`src/rtl/cfgclk_pkg.sv`:
```
package cfgclk_pkg;

  localparam int NUM_RATES = 19;
  localparam int DEFAULT_KHZ = 2500;

  // Selectable output rates in kHz, ascending with the code value.
  function automatic int rate_khz(input int code);
    case (code)
      0:  return 2500;
      1:  return 4300;
      2:  return 5400;
      3:  return 6900;
      4:  return 8100;
      5:  return 9200;
      6:  return 10000;
      7:  return 13000;
      8:  return 15000;
      9:  return 20000;
      10: return 26000;
      11: return 30000;
      12: return 34000;
      13: return 41000;
      14: return 45000;
      15: return 51000;
      16: return 55000;
      17: return 60000;
      18: return 130000;
      default: return DEFAULT_KHZ;
    endcase
  endfunction

  // Oscillator cycles per output phase, rounded to nearest, at least one.
  function automatic int half_count(input int code, input int osc_khz);
    int f;
    int h;
    f = rate_khz(code);
    h = (osc_khz + f) / (2 * f);
    return (h < 1) ? 1 : h;
  endfunction

endpackage

```
`src/rtl/cfgclk_divsel.sv`:
```
module cfgclk_divsel #(
  parameter int OSC_KHZ = 260000,
  parameter int CODE_W  = 5,
  parameter int HALF_W  = 6
) (
  input  logic              clk,
  input  logic              rst_n,
  input  logic              init_i,
  input  logic              load_i,
  input  logic [CODE_W-1:0] code_i,
  input  logic              swap_i,
  output logic [HALF_W-1:0] active_o
);
  import cfgclk_pkg::*;

  localparam logic [HALF_W-1:0] DEF_HALF = HALF_W'(half_count(0, OSC_KHZ));

  logic [HALF_W-1:0] pending_q;
  logic [HALF_W-1:0] active_q;
  logic [HALF_W-1:0] decoded;

  always_comb decoded = HALF_W'(half_count(int'(code_i), OSC_KHZ));

  always_ff @(posedge clk or negedge rst_n) begin
    if (!rst_n) begin
      pending_q <= DEF_HALF;
      active_q  <= DEF_HALF;
    end else if (init_i) begin
      pending_q <= DEF_HALF;
      active_q  <= DEF_HALF;
    end else begin
      if (swap_i) active_q <= pending_q;
      if (load_i) pending_q <= decoded;
    end
  end

  assign active_o = active_q;
endmodule

```
`src/rtl/cfgclk_divider.sv`:
```
module cfgclk_divider #(
  parameter int HALF_W = 6
) (
  input  logic              clk,
  input  logic              rst_n,
  input  logic              init_i,
  input  logic              run_i,
  input  logic              halt_i,
  input  logic [HALF_W-1:0] half_i,
  output logic              clk_q,
  output logic              rise_ev,
  output logic              stop_ev
);
  logic [HALF_W-1:0] cnt_q;
  logic              phase_end;
  logic              fall_ev;

  always_comb begin
    phase_end = run_i && (cnt_q == half_i - HALF_W'(1));
    rise_ev   = phase_end && !clk_q && !halt_i;
    stop_ev   = phase_end && !clk_q && halt_i;
    fall_ev   = phase_end && clk_q;
  end

  always_ff @(posedge clk or negedge rst_n) begin
    if (!rst_n) begin
      cnt_q <= '0;
      clk_q <= 1'b0;
    end else if (init_i) begin
      cnt_q <= '0;
      clk_q <= 1'b0;
    end else if (run_i) begin
      if (phase_end) begin
        cnt_q <= '0;
        if (rise_ev) clk_q <= 1'b1;
        else if (fall_ev) clk_q <= 1'b0;
      end else begin
        cnt_q <= cnt_q + HALF_W'(1);
      end
    end
  end
endmodule

```
`src/rtl/cfgclk_stopctl.sv`:
```
module cfgclk_stopctl #(
  parameter int STOP_EDGES = 120,
  parameter int CNT_W      = 7
) (
  input  logic             clk,
  input  logic             rst_n,
  input  logic             init_i,
  input  logic             arm_i,
  input  logic             rise_ev,
  input  logic             stop_ev,
  output logic             run_o,
  output logic             halt_o,
  output logic [CNT_W-1:0] count_o
);
  localparam logic [CNT_W-1:0] LIMIT = CNT_W'(STOP_EDGES);

  logic             run_q;
  logic [CNT_W-1:0] cnt_q;

  always_ff @(posedge clk or negedge rst_n) begin
    if (!rst_n) begin
      run_q <= 1'b1;
      cnt_q <= '0;
    end else if (init_i) begin
      run_q <= 1'b1;
      cnt_q <= '0;
    end else begin
      if (stop_ev) run_q <= 1'b0;
      if (rise_ev && arm_i && (cnt_q != LIMIT)) cnt_q <= cnt_q + CNT_W'(1);
    end
  end

  assign run_o   = run_q;
  assign halt_o  = (cnt_q == LIMIT);
  assign count_o = cnt_q;
endmodule

```
`src/rtl/cfgclk_master.sv`:
```
module cfgclk_master #(
  parameter int OSC_KHZ    = 260000,
  parameter int CODE_W     = 5,
  parameter int STOP_EDGES = 120
) (
  input  logic              clk_osc,
  input  logic              rst_n,
  input  logic              master_sel,
  input  logic [CODE_W-1:0] rate_code,
  input  logic              rate_load,
  input  logic              done_hi,
  input  logic              wake_done,
  input  logic              init_pulse,
  output logic              cclk_o,
  output logic              cclk_oe
);
  localparam int MAX_HALF = cfgclk_pkg::half_count(0, OSC_KHZ);
  localparam int HALF_W   = $clog2(MAX_HALF + 1);
  localparam int CNT_W    = $clog2(STOP_EDGES + 1);

  logic [HALF_W-1:0] active_half;
  logic              clk_q;
  logic              rise_ev;
  logic              stop_ev;
  logic              running;
  logic              halt;
  logic              armed;
  logic [CNT_W-1:0]  edge_cnt;

  assign armed = done_hi && wake_done;

  cfgclk_divsel #(
    .OSC_KHZ(OSC_KHZ), .CODE_W(CODE_W), .HALF_W(HALF_W)
  ) u_divsel (
    .clk(clk_osc), .rst_n(rst_n), .init_i(init_pulse),
    .load_i(rate_load), .code_i(rate_code), .swap_i(rise_ev),
    .active_o(active_half)
  );

  cfgclk_divider #(.HALF_W(HALF_W)) u_div (
    .clk(clk_osc), .rst_n(rst_n), .init_i(init_pulse),
    .run_i(running), .halt_i(halt), .half_i(active_half),
    .clk_q(clk_q), .rise_ev(rise_ev), .stop_ev(stop_ev)
  );

  cfgclk_stopctl #(.STOP_EDGES(STOP_EDGES), .CNT_W(CNT_W)) u_stop (
    .clk(clk_osc), .rst_n(rst_n), .init_i(init_pulse),
    .arm_i(armed), .rise_ev(rise_ev), .stop_ev(stop_ev),
    .run_o(running), .halt_o(halt), .count_o(edge_cnt)
  );

  assign cclk_o  = master_sel && clk_q;
  assign cclk_oe = master_sel && running;
endmodule

```
`config.mk`:
```
export PLATFORM = sky130hd
export DESIGN_NAME = cfgclk_master
export DESIGN_NICKNAME = d
export VERILOG_FILES = /design/src/rtl/cfgclk_pkg.sv /design/src/rtl/cfgclk_divsel.sv /design/src/rtl/cfgclk_divider.sv /design/src/rtl/cfgclk_stopctl.sv /design/src/rtl/cfgclk_master.sv
export SDC_FILE = /design/constraint.sdc
export NUM_CORES = 1
export LEC_CHECK = 0
export CAP_MARGIN = 40
export CORE_MARGIN = 3
export CORE_UTILIZATION = 60
export DETAILED_ROUTE_END_ITERATION = 10
export HOLD_SLACK_MARGIN = 0.05
export PLACE_DENSITY = 0.87
export SYNTH_ARGS = -nofsm -noshare
export SYNTH_HDL_FRONTEND = slang
export SYNTH_HIERARCHICAL = 1
export SYNTH_SLANG_ARGS = --single-unit
export TNS_END_PERCENT = 30
```
`constraint.sdc`:
```
create_clock -name clk_osc -period 6.35 [get_ports clk_osc]
set_input_delay 1.27 -clock clk_osc [delete_from_list [all_inputs] [get_ports clk_osc]]
set_output_delay 1.27 -clock clk_osc [all_outputs]
set_load 0.01 [all_outputs]
```
==> impl_metrics.csv, run 1 <==
group,metric,value,unit
status,stop_stage,"clock tree synthesis",
synthesis,syn_area,0.0201,mm²
synthesis,synthCells,2788,
clocking,cts_made_buffers,3,
synthesis,avgSynthCellArea,7.23,µm²
synthesis,synth_seq_cells,27,
place,placed_cells,4290,
clocking,cts_resized,325,
floorplanning,start_util,61.5,%
clocking,htree_levels,1,
floorplanning,die_y,189,µm
synthesis,synth.distinct_cells,110,
floorplanning,die_w,189,µm
clocking,postCtsSetupBuffers,304,
clocking,ctsHoldBuffers,0,
clocking,clockBufferDepth,2,
floorplanning,placementRows,66,
synthesis,yosys_warnings,6,
clocking,cts_root_buf,"clkbuf_16",
place,hpwl,88800,µm
synthesis,yosysSeqAreaShare,3.40,%
place,gp_congestion,1.07,
clocking,clock_sinks,27,
synthesis,synth-edff-count,0,
status,toolErrorMsg,"[ERROR DPL-0038] Utilization greater than 100%, impossible to legalize",
status,status,"did not finish",
synthesis,synth_flop_cell,"dfrtp_1",
synthesis,async_reset_ff_share,100,%
floorplanning,pin_count,14,
place,io_buffers,13,
==> metrics by stage <==
stage | util, % | setup WS [ps] | TNS (ps) | cell area, µm²
2_1_floorplan | - | -60300 | -310450 | 21600
3_5_place_dp | 91.5 | -64630 | -333690 | 30000
3_3_place_gp | 91.4 | -57280 | -294430 | 30000
==> cells in the mapped netlist, types with 40 or more instances <==
cell	count	area, µm²
a21o_1	57	428
a21oi_1	186	931
clkbuf_1	42	158
ha_1	339	4240
inv_1	64	240
mux2_2	80	901
nand2_1	237	890
nand2b_1	45	282
nand3_1	73	365
nor2_1	259	972
nor2b_1	40	250
nor3_1	175	876
o21a_1	155	1160
o21ai_0	124	621
o31ai_1	92	691
xnor2_1	94	823
xor2_1	78	683
==> cell families after synthesis <==
kind of cell	share of synthesized area, %
DFF	3.40
muxes	6.99
adders and majority gates	21.1
xor gates and xnor gates	7.48
other	0.0186
buffers and inverters	2.93
AOI/OAI and AO/OA	31.7
and+or+nand+nor	26.4
==> run 2, diff against run 1 <==
--- a/config.mk
+++ b/config.mk
@@ -7,10 +7,9 @@
 export LEC_CHECK = 0
 export CAP_MARGIN = 40
 export CORE_MARGIN = 3
-export CORE_UTILIZATION = 60
+export CORE_UTILIZATION = 40
 export DETAILED_ROUTE_END_ITERATION = 10
-export HOLD_SLACK_MARGIN = 0.05
-export PLACE_DENSITY = 0.87
+export PLACE_DENSITY_LB_ADDON = 0.15
 export SYNTH_ARGS = -nofsm -noshare
 export SYNTH_HDL_FRONTEND = slang
 export SYNTH_HIERARCHICAL = 1
==> impl_metrics.csv, run 2 <==
group,metric,value,unit
status,status,"complete, but fails checks",
status,violations,"negative setup slack",
floorplanning,pin_count,14,
worst_setup_path,path_common_cell,"o21a_1",
synthesis,synth_seq_cells,27,
worst_setup_path,criticalPathCategory,"in2reg",
drt,drc_errors,0,
floorplanning,die_area,0.0531,mm²
synthesis,netlist.area_leader.share,21.1,%
place,gp_congestion,0.943,
cells_and_area,antenna_cells,0,
drt,routed-wl-met2,41300,µm
synthesis,avgSynthCellArea,7.23,µm²
synthesis,synth_flop_cell,"dfrtp_1",
place,hpwl,64100,µm
cells_and_area,final_nets,4555,
timing,hold_viol_final,0,
hold_path,worstHoldPathType,"reg2reg",
drt,drtAntennaViolNets,0,
global_routing,grt_use_total,30.1,%
synthesis,async_reset_ff_share,100,%
drt,viasPerCell,5.64,
timing,fin_crit_sh,1020,%
drt,dr.pass1.iters,6,
drt,drt_wl_total,85400,µm
place,io_buffers,13,
synthesis,synth.largest_area_cell,"ha_1",
worst_setup_path,critical_path_arrival,64720,ps
clocking,clk_latency,260,ps
timing,period_minus_slack,64590,ps
drt,top_layer,"met4",
synthesis,synth.distinct_cells,110,
clocking,clockBufferDepth,2,
worst_setup_path,critPathMaxStageDelay,590,ps
synthesis,synth-edff-count,0,
global_routing,grt_max_degree,33,
timing,setup_tns,-301420,ps
global_routing,grt_overflow_total,0,
drt,wl_met3,3050,µm
worst_setup_path,endpoint_kind,"flop",
synthesis,synthTopCellsByCount,"ha_1 (339), nor2_1 (259), nand2_1 (237), a21oi_1 (186), nor3_1 (175)",
clocking,cts.reportedPaths.clkPinSlew,60,ps
cells_and_area,final_common_cell,"buf_4",
global_routing,antenna_found_initial,0,
drt,num_vias,27430,
timing,rsz0062_at_grt,"yes",
worst_setup_path,required,6480,ps
synthesis,synth.most_common_cell,"ha_1",
worst_setup_path,slowest_stage,"or4_4",
clocking,clock_sinks,27,
clocking,cts_tree,"yes",
worst_setup_path,critPathMaxFanout,8,
drt,drt-met1-wl,38500,µm
timing,max_freq,15.5,MHz
global_routing,grt_pass1_wl,135000,µm
worst_setup_path,worstSetupStartpointType,"input port",
timing,drv_slew,0,
clocking,cts_root_buf,"clkbuf_16",
timing,finalWorstSetupSlack,-58240,ps
floorplanning,die_w,230,µm
cells_and_area,final_util,69.6,%
cells_and_area,fillers,3997,
cells_and_area,area_growth,70.5,%
drt,first_iter_violations,1608,
synthesis,yosysSeqAreaShare,3.40,%
floorplanning,placementRows,81,
clocking,cts_made_buffers,3,
timing,max_slew_margin,43.2,%
floorplanning,start_util,40.8,%
job,maxCapViolCount,0,
cells_and_area,drive_above_1_share,46.5,%
synthesis,yosys_warnings,6,
synthesis,synthCells,2788,
drt,wl_per_cell,17.5,µm
synthesis,syn_area,0.0201,mm²
cells_and_area,final_cell_mix,"buf_4 (1,435), ha_1 (285), nor2_1 (230), nand2_1 (221), nor3_1 (165)",
cells_and_area,largest_register_ffs,7,
global_routing,grt_pass1_vias,27585,
timing,finalClockSkew,2.81,ps
floorplanning,core,0.0494,mm²
floorplanning,die_y,230,µm
timing,setup_violations,6,
timing,worst_slew_pin_slew,843,ps
synthesis,synthTopCellsByArea,"ha_1 (21%), o21a_1 (5.8%), nor2_1 (4.8%)",
clocking,htree_levels,1,
-- run 2: cell counts after synthesis --
No cell type changed its count.
-- run 2: cell families after synthesis --
kind of cell	synth area share, %
muxes	6.99
buffers and inverters	2.93
AOI/OAI and AO/OA	31.7
other	0.0186
and+or+nand+nor	26.4
xor gates and xnor gates	7.48
adders and majority gates	21.1
DFF	3.40
-- run 2: cell type report --
| class | instances | area (µm²) | share of cell area [%] |
|---|---|---|---|
| clock inverters | 1 | 5.00 | 0.0146 |
| clock buffers | 3 | 75.1 | 0.219 |
| inverters | 67 | 251 | 0.732 |
| multi-input cells | 2631 | 21300 | 61.9 |
| repair buffers | 1474 | 11200 | 32.7 |
| flip-flops and latches | 27 | 684 | 1.99 |
| well taps | 664 | 831 | 2.42 |
-- run 2: timing repair --
action | in CTS | in global routing
hold buffers | 0 | 0
setup buffers | 204 | 61
gates cloned | 3 | 0
resized for setup | 161 | 119
setup endpoints to repair | 6 | 6
pin swaps | 155 | 162
-- run 2: worst paths after layout --
kind	slack, ps	start	depth (start not counted)	endpoint
worst max register to register	3300	u_divsel/active_o[0]$_DFFE_PN0P_	9	u_stop/count_o[6]$_DFFE_PN0P_
min in group asynchronous	1380	rst_n	2	u_stop/count_o[3]$_DFFE_PN0P_
worst max-delay path	-58240	rate_code[3]	357	u_divsel/pending_q[1]$_DFFE_PN0P_
worst min register to register	550	u_divsel/pending_q[3]$_DFFE_PN0P_	2	u_divsel/active_o[3]$_DFFE_PN0P_
max in group asynchronous	4670	rst_n	2	u_divsel/pending_q[2]$_DFFE_PN1P_
worst min-delay path	550	u_divsel/pending_q[3]$_DFFE_PN0P_	2	u_divsel/active_o[3]$_DFFE_PN0P_
-- run 2: worst max-delay path: cells and delay by family --
| family | cells | cell delay [ps] |
|---|---|---|
| multiplexers | 7 | 2280 |
| AND/OR/NAND/NOR | 81 | 13280 |
| adder cells (fa/ha/maj) | 25 | 6910 |
| buffers and inverters | 64 | 8570 |
| AO/OA/AOI/OAI | 180 | 32340 |
-- run 2: per-layer routing --
metal	track usage, %	up-vias
met3	1.22	190
met2	53.6	664
met1	39.2	13088
li1	-	13488
met4	8.98	0
met5	0	-
-- run 2: metrics by stage --
stage                     hold WS, ps  setup slack, ps  instances  area, µm²
after floorplan                   490           -60300       2800      21600
after global placement            507           -58530       4596      30900
after detailed placement          525           -60170       4596      30900
after CTS                         535           -57370       4807      33300
after global routing              564           -61220       4867      34300
final                             549           -58240       4867      34300
Power of run 2 is not shown: default switching activity piles up to over one toggle a cycle in this logic, so the estimate is an artifact.
